`config.mk`:
```
export PLATFORM = sky130hd
export DESIGN_NAME = irq_ctrl
export DESIGN_NICKNAME = d
export VERILOG_FILES = /design/src/rtl/irq_pkg.sv /design/src/rtl/irq_src_merge.sv /design/src/rtl/irq_arbiter.sv /design/src/rtl/irq_level_track.sv /design/src/rtl/irq_call_seq.sv /design/src/rtl/irq_ctrl.sv
export SDC_FILE = /design/constraint.sdc
export NUM_CORES = 1
export LEC_CHECK = 0
export ABC_CLOCK_PERIOD_IN_PS = 26900
export CAP_MARGIN = 20
export CORE_ASPECT_RATIO = 0.75
export CORE_MARGIN = 5
export CORE_UTILIZATION = 50
export CTS_CLUSTER_DIAMETER = 150
export DETAILED_ROUTE_END_ITERATION = 16
export DONT_BUFFER_PORTS = 1
export GPL_TIMING_DRIVEN = 0
export PLACE_DENSITY = 0.61
export SKIP_CTS_REPAIR_TIMING = 1
export SLEW_MARGIN = 10
export SYNTH_ARGS = -nofsm -noshare
export SYNTH_HDL_FRONTEND = slang
export SYNTH_SLANG_ARGS = --single-unit
```
`constraint.sdc`:
```
create_clock -name clk -period 26.9 [get_ports clk]
set_input_delay 2.69 -clock clk [delete_from_list [all_inputs] [get_ports clk]]
set_output_delay 2.69 -clock clk [all_outputs]
set_load 0.02 [all_outputs]
```
`src/rtl/irq_pkg.sv`:
```
package irq_pkg;
    localparam int NUM_SRC  = 13;
    localparam int LVL_W    = 2;
    localparam int NUM_LVL  = 1 << LVL_W;
    localparam int SRC_W    = $clog2(NUM_SRC);
    localparam int VEC_W    = 16;
    localparam int CALL_LEN = 4;
    localparam int VEC_STEP = 8;
    localparam int VEC_OFS  = 5;

    localparam int SRC_RST  = 0;
    localparam int SRC_EXT0 = 1;
    localparam int SRC_TMR0 = 2;
    localparam int SRC_EXT1 = 3;
    localparam int SRC_TMR1 = 4;
    localparam int SRC_SER  = 5;
    localparam int SRC_TMR2 = 6;
    localparam int SRC_CMP  = 7;
    localparam int SRC_GPIN = 8;
    localparam int SRC_CCAP = 9;
    localparam int SRC_SPI  = 10;
    localparam int SRC_ADC  = 11;
    localparam int SRC_TWI  = 12;

    typedef logic [LVL_W-1:0] lvl_t;
    typedef logic [SRC_W-1:0] src_idx_t;
    typedef logic [VEC_W-1:0] vec_t;

    typedef struct packed {
        logic     valid;
        src_idx_t idx;
        lvl_t     lvl;
    } pick_t;

    // handler address: source 0 at zero, others spaced eight bytes apart
    function automatic vec_t vec_of(src_idx_t i);
        if (i == src_idx_t'(SRC_RST))
            return '0;
        return (vec_t'(i) * vec_t'(VEC_STEP)) - vec_t'(VEC_OFS);
    endfunction
endpackage

```
`src/rtl/irq_src_merge.sv`:
```
module irq_src_merge
    import irq_pkg::*;
(
    input  logic               clk,
    input  logic               rst,
    input  logic               rst_req,
    input  logic               ext0_flag,
    input  logic               tmr0_flag,
    input  logic               ext1_flag,
    input  logic               tmr1_flag,
    input  logic               ser_rx_flag,
    input  logic               ser_tx_flag,
    input  logic               tmr2_ovf_flag,
    input  logic               tmr2_ext_flag,
    input  logic               cmp_a_flag,
    input  logic               cmp_b_flag,
    input  logic               gpin_flag,
    input  logic               ccap_flag,
    input  logic               spi_done_flag,
    input  logic               spi_fault_flag,
    input  logic               spi_txe_flag,
    input  logic               adc_flag,
    input  logic               twi_flag,
    output logic [NUM_SRC-1:0] req_dly
);
    logic [NUM_SRC-1:0] req_now;

    always_comb begin
        req_now           = '0;
        req_now[SRC_RST]  = rst_req;
        req_now[SRC_EXT0] = ext0_flag;
        req_now[SRC_TMR0] = tmr0_flag;
        req_now[SRC_EXT1] = ext1_flag;
        req_now[SRC_TMR1] = tmr1_flag;
        req_now[SRC_SER]  = ser_rx_flag | ser_tx_flag;
        req_now[SRC_TMR2] = tmr2_ovf_flag | tmr2_ext_flag;
        req_now[SRC_CMP]  = cmp_a_flag | cmp_b_flag;
        req_now[SRC_GPIN] = gpin_flag;
        req_now[SRC_CCAP] = ccap_flag;
        req_now[SRC_SPI]  = spi_done_flag | spi_fault_flag | spi_txe_flag;
        req_now[SRC_ADC]  = adc_flag;
        req_now[SRC_TWI]  = twi_flag;
    end

    // one-cycle delay: boundary decisions see the previous cycle's flags
    always_ff @(posedge clk) begin
        if (rst) req_dly <= '0;
        else     req_dly <= req_now;
    end

    // the delayed vector follows the combined flags by exactly one edge
    p_delay_one_r1: assert property (@(posedge clk) disable iff (rst)
        1'b1 |=> req_dly == $past(req_now));
endmodule

```
`src/rtl/irq_arbiter.sv`:
```
module irq_arbiter
    import irq_pkg::*;
(
    input  logic [NUM_SRC-1:0] req,
    input  logic [NUM_SRC-1:1] src_en,
    input  logic               global_en,
    input  logic [NUM_SRC-1:0] prio_hi,
    input  logic [NUM_SRC-1:0] prio_lo,
    output pick_t              pick
);
    logic [NUM_SRC-1:0] elig;
    lvl_t               lvl [NUM_SRC];

    for (genvar g = 0; g < NUM_SRC; g++) begin : g_src
        assign lvl[g] = {prio_hi[g], prio_lo[g]};
        if (g == SRC_RST) begin : g_nonmask
            assign elig[g] = req[g];
        end else begin : g_mask
            assign elig[g] = req[g] & src_en[g] & global_en;
        end
    end

    // strictly-greater replacement keeps the lowest index on a tie
    always_comb begin
        pick = '0;
        for (int i = 0; i < NUM_SRC; i++) begin
            if (elig[i] && (!pick.valid || lvl[i] > pick.lvl)) begin
                pick.valid = 1'b1;
                pick.idx   = src_idx_t'(i);
                pick.lvl   = lvl[i];
            end
        end
    end

    // a valid pick always names an eligible source at its own level
    always_comb begin
        if (pick.valid) begin
            a_pick_elig_r2: assert (elig[pick.idx] && lvl[pick.idx] == pick.lvl);
        end
    end
endmodule

```
`src/rtl/irq_level_track.sv`:
```
module irq_level_track
    import irq_pkg::*;
(
    input  logic clk,
    input  logic rst,
    input  logic set_en,
    input  lvl_t set_lvl,
    input  logic ret_en,
    output logic any_busy,
    output lvl_t top_lvl
);
    logic [NUM_LVL-1:0] ins;
    logic [NUM_LVL-1:0] clr_mask;

    always_comb begin
        top_lvl  = '0;
        clr_mask = '0;
        for (int l = 0; l < NUM_LVL; l++) begin
            if (ins[l]) top_lvl = lvl_t'(l);
        end
        clr_mask[top_lvl] = |ins;
    end

    always_ff @(posedge clk) begin
        if (rst)         ins <= '0;
        else if (set_en) ins <= ins | (NUM_LVL'(1) << set_lvl);
        else if (ret_en) ins <= ins & ~clr_mask;
    end

    assign any_busy = |ins;

    // a return with something in service drops exactly one level
    p_ret_pops_one_r11: assert property (@(posedge clk) disable iff (rst)
        (ret_en && !set_en && any_busy) |=> $countones(ins) == $countones($past(ins)) - 1);

    // a new level is only ever added above every level already in service
    p_nest_above_r3: assert property (@(posedge clk) disable iff (rst)
        set_en |-> (!any_busy || set_lvl > top_lvl));
endmodule

```
`src/rtl/irq_call_seq.sv`:
```
module irq_call_seq
    import irq_pkg::*;
(
    input  logic                clk,
    input  logic                rst,
    input  logic                start,
    input  vec_t                vec_in,
    output logic                busy,
    output logic [CALL_LEN-1:0] step,
    output vec_t                vec_q
);
    always_ff @(posedge clk) begin
        if (rst) begin
            step  <= '0;
            vec_q <= '0;
        end else begin
            step <= {step[CALL_LEN-2:0], start};
            if (start) vec_q <= vec_in;
        end
    end

    assign busy = |step;

    // call steps never overlap
    p_step_onehot_r6: assert property (@(posedge clk) disable iff (rst)
        $onehot0(step));

    // each step hands over to the next one
    p_step_walk_r6: assert property (@(posedge clk) disable iff (rst)
        (step[CALL_LEN-2:0] != '0) |=> step[CALL_LEN-1:1] == $past(step[CALL_LEN-2:0]));

    // the handler address stays put through the call
    p_vec_hold_r6: assert property (@(posedge clk) disable iff (rst)
        (busy && !step[CALL_LEN-1]) |=> $stable(vec_q));
endmodule

```
`src/rtl/irq_ctrl.sv`:
```
module irq_ctrl
    import irq_pkg::*;
(
    input  logic                clk,
    input  logic                rst,
    input  logic                rst_req,
    input  logic                ext0_flag,
    input  logic                tmr0_flag,
    input  logic                ext1_flag,
    input  logic                tmr1_flag,
    input  logic                ser_rx_flag,
    input  logic                ser_tx_flag,
    input  logic                tmr2_ovf_flag,
    input  logic                tmr2_ext_flag,
    input  logic                cmp_a_flag,
    input  logic                cmp_b_flag,
    input  logic                gpin_flag,
    input  logic                ccap_flag,
    input  logic                spi_done_flag,
    input  logic                spi_fault_flag,
    input  logic                spi_txe_flag,
    input  logic                adc_flag,
    input  logic                twi_flag,
    input  logic [NUM_SRC-1:1]  src_en,
    input  logic                global_en,
    input  logic [NUM_SRC-1:0]  prio_hi,
    input  logic [NUM_SRC-1:0]  prio_lo,
    input  logic                instr_last,
    input  logic                instr_is_reti,
    input  logic                instr_is_cfg_wr,
    input  logic                forced_idle,
    output logic                call_req,
    output logic [CALL_LEN-1:0] call_step,
    output logic [VEC_W-1:0]    call_vector
);
    logic [NUM_SRC-1:0] req_dly;
    pick_t              pick;
    logic               busy;
    logic               lvl_busy;
    lvl_t               lvl_top;
    logic               boundary;
    logic               veto;
    logic               accept;
    logic               ret_done;

    irq_src_merge u_merge (
        .clk            (clk),
        .rst            (rst),
        .rst_req        (rst_req),
        .ext0_flag      (ext0_flag),
        .tmr0_flag      (tmr0_flag),
        .ext1_flag      (ext1_flag),
        .tmr1_flag      (tmr1_flag),
        .ser_rx_flag    (ser_rx_flag),
        .ser_tx_flag    (ser_tx_flag),
        .tmr2_ovf_flag  (tmr2_ovf_flag),
        .tmr2_ext_flag  (tmr2_ext_flag),
        .cmp_a_flag     (cmp_a_flag),
        .cmp_b_flag     (cmp_b_flag),
        .gpin_flag      (gpin_flag),
        .ccap_flag      (ccap_flag),
        .spi_done_flag  (spi_done_flag),
        .spi_fault_flag (spi_fault_flag),
        .spi_txe_flag   (spi_txe_flag),
        .adc_flag       (adc_flag),
        .twi_flag       (twi_flag),
        .req_dly        (req_dly)
    );

    irq_arbiter u_arb (
        .req       (req_dly),
        .src_en    (src_en),
        .global_en (global_en),
        .prio_hi   (prio_hi),
        .prio_lo   (prio_lo),
        .pick      (pick)
    );

    // the call sequence owns the core, so its cycles are not boundaries
    assign boundary = instr_last & ~busy;
    assign veto     = instr_is_reti | instr_is_cfg_wr | forced_idle
                    | (lvl_busy & (pick.lvl <= lvl_top));
    assign accept   = boundary & pick.valid & ~veto;
    assign ret_done = boundary & instr_is_reti;

    irq_level_track u_lvl (
        .clk      (clk),
        .rst      (rst),
        .set_en   (accept),
        .set_lvl  (pick.lvl),
        .ret_en   (ret_done),
        .any_busy (lvl_busy),
        .top_lvl  (lvl_top)
    );

    irq_call_seq u_seq (
        .clk    (clk),
        .rst    (rst),
        .start  (accept),
        .vec_in (vec_of(pick.idx)),
        .busy   (busy),
        .step   (call_step),
        .vec_q  (call_vector)
    );

    assign call_req = call_step[0];

    // a call only starts right after a boundary cycle
    p_at_boundary_r1: assert property (@(posedge clk) disable iff (rst)
        call_req |-> $past(instr_last));

    // return or configuration write at the boundary suppresses a call
    p_no_call_after_cfg_r4: assert property (@(posedge clk) disable iff (rst)
        (instr_last && (instr_is_reti || instr_is_cfg_wr)) |=> !call_req);

    // forced idle suppresses a call
    p_no_call_idle_r5: assert property (@(posedge clk) disable iff (rst)
        forced_idle |=> !call_req);

    // with the global enable low only source 0 may raise a call
    p_glob_gate_r10: assert property (@(posedge clk) disable iff (rst)
        (!global_en && !req_dly[SRC_RST]) |=> !call_req);
endmodule

```
==> impl_metrics.tcl <==
set metrics [dict create \
    rsz0062_at_grt "false" \
    cts.sinks 27 \
    slew-limit-headroom_pct 47.6 \
    nets 420 \
    finClkSkew_ns 0.00327 \
    htree_levels 1 \
    dp_cells 391 \
    synth-main-ff-cell "dfxtp_1" \
    grt_pass1_wl_um 10700 \
    synthCells 331 \
    ys_seq_area_share_pct 21.5 \
    numCtsBuffers 3 \
    totalWireLength_um 6590 \
    fill_cells 500 \
    grt_use_total_pct 19.5 \
    areaGrowthSynthToFinish_pct 4.78 \
    clk_latency_ns 0.27 \
    firstDrtPassIters 4 \
    initialDrtViolationCount 123 \
    coreArea_mm2 0.00487 \
    end_kind "flop" \
    synth_top_cell_by_area "dfxtp_1" \
    synthTopCellsByCount "nand2_1, nor2_1, dfxtp_1, inv_1, ha_1" \
    cp_slowest_cell "o21ai_0" \
    gr-total-overflow 0 \
    post-route-min-period_ns 20.40 \
    antenna_found_initial 0 \
    gp_congestion 0.861 \
    io_buffers 0 \
    cts_buffer_depth 2 \
    n_antenna_cell 0 \
    instances_no_fill 395 \
    critPathBufInv 6 \
    die_area_mm2 0.00656 \
    period_share_pct 75.8 \
    clock-root-buffer "clkbuf_8" \
    yosysTopAreaCellShare_pct 21.5 \
    worstSetupPathType "input port to flop" \
    start_util_pct 51.6 \
    outcome "completed" \
    cp-start-kind "input port" \
    vias 2411 \
    hold_violations 0 \
    ant_nets 0 \
    path_clk_slew_ns 0.09 \
    hp-class "flop to flop" \
    netlist_area_mm2 0.00251 \
    pwr_density_cell_mw_per_mm2 40.3 \
    synth_edf_count 0 \
    grt_pass1_vias 2203 \
    crit_required_ns 27.10 \
    io_pins 84 \
    setup-violations-final 0 \
    fin_setup_tns_ns 0 \
    tightest_slew_ns 0.777 \
    fmax_ghz 0.0490 \
    fp.dieH_um 71.4 \
    cpPeakStageDelay_ns 0.64 \
    async_reset_ff_share_pct 0 \
    synth_cell_types 63 \
    maxCapViolCount 0 \
    critPathArrivalTime_ns 20.60 \
    ys_ff_latch 27 \
    ir_drop_mv 0.0362 \
    vias_per_cell 6.10 \
    hpwl_um 5510 \
    die_x_um 91.9 \
    drcViolationCount 0 \
    wire_per_inst_um 16.7 \
    power.leakage_nw 1.18 \
    crit_fanout 10 \
    synth_nets 415 \
    synth_area_leaders "dfxtp_1, ha_1, nand2_1" \
    cts_tree "built" \
    num_rows 22 \
    grt_max_degree 15 \
    maxSlewViolCount 0 \
    crit_family "compound AO/OA/AOI/OAI gates" \
    yosysWarnings 0 \
    drive_gt1_share_pct 9.85 \
    synth.most_common_cell "nand2_1" \
    synth.avg_cell_area_um2 7.60 \
]
==> worst paths after layout <==
kind | to | startpoint | slack, ns | cells after the start
min reg2reg | u_lvl.ins[0] | u_lvl.ins[0] | 0.51 | 1
max reg2reg | u_seq.vec_q[3] | u_merge.req_dly[0] | 8.38 | 90
max | u_seq.vec_q[3] | prio_hi[0] | 6.50 | 90
min | u_lvl.ins[0] | u_lvl.ins[0] | 0.51 | 1
==> layout by cell type, fill, tap and decap left out, types with 2 or more instances in the layout <==
master and count:
nand2_1 32, nor2_1 30, inv_1 27, dfxtp_1 27
ha_1 21, nor2b_1 19, o21ai_0 18, nand3_1 15
a21oi_1 11, buf_4 11, a21o_1 9, a211oi_1 9
and3_1 9, nor3_1 8, and2_1 7, a31oi_1 7
o211ai_1 4, a32o_1 4, clkbuf_1 4, o31ai_1 4
a22oi_1 3, mux2_2 3, clkbuf_8 3, nand2b_1 2
a221o_1 2, a211oi_2 2, nand4_1 2, o21ai_2 2
a32oi_1 2, a211o_1 2, nor4_1 2, o21a_1 2
==> power breakdown <==
part            total, W  internal [W]  switching, W
Sequential     0.0000428     0.0000414    0.00000137
Clock          0.0000226     0.0000106     0.0000120
Combinational  0.0000407     0.0000168     0.0000239
==> layer usage <==
layer  routed length, um  vias to the layer above  global-route usage, %
met3                 631                        4                   5.56
met1                3330                     1109                   30.0
met5                   0                        -                      0
li1                    -                     1218                      -
met2                2590                       80                   27.8
met4                  31                        0                   1.65
==> registers in the layout, indices dropped and copies added (netlist names) <==
signal           flops
u_lvl.ins            4
u_merge.req_dly     13
u_seq.step           4
u_seq.vec_q          6
==> through the flow <==
| step | setup WS (ns) | hold WS [ns] | instance area (um2) | total power [W] | utilization (%) |
|---|---|---|---|---|---|
| global placement | 6.57 | 0.498 | 2590 | 0.0000835 | 53.2 |
| CTS | 6.58 | 0.514 | 2640 | 0.000107 | 54.1 |
| floorplan | 8.71 | 0.469 | 2510 | 0.0000759 | - |
| detailed placement | 6.38 | 0.493 | 2590 | 0.0000841 | 53.2 |
| finish | 6.50 | 0.512 | 2640 | 0.000106 | 54.1 |
| global route | 4.85 | 0.544 | 2640 | 0.000115 | 54.1 |
==> layout make-up <==
class	count	area [um2]	share of cell area (%)
Multi-Input combinational cell	262	1770	67.3
Sequential cell	27	541	20.5
Inverter	27	101	3.85
Buffer	15	98.8	3.75
Tap cell	60	75.1	2.85
Clock buffer	4	45.0	1.71
==> logic make-up (layout without fill, tap and decap cells) <==
kind of cell / after synthesis / in the layout / share of synthesized area (%)
compound gates: 101 / 101 / 31.3
flops: 27 / 27 / 21.5
simple gates: 136 / 136 / 27.3
mux: 3 / 3 / 1.34
other cells: 1 / 1 / 0.149
fa+ha+maj: 21 / 21 / 10.4
buf+inv: 42 / 46 / 7.96
Note: power is estimated with default switching activity, not from simulation.
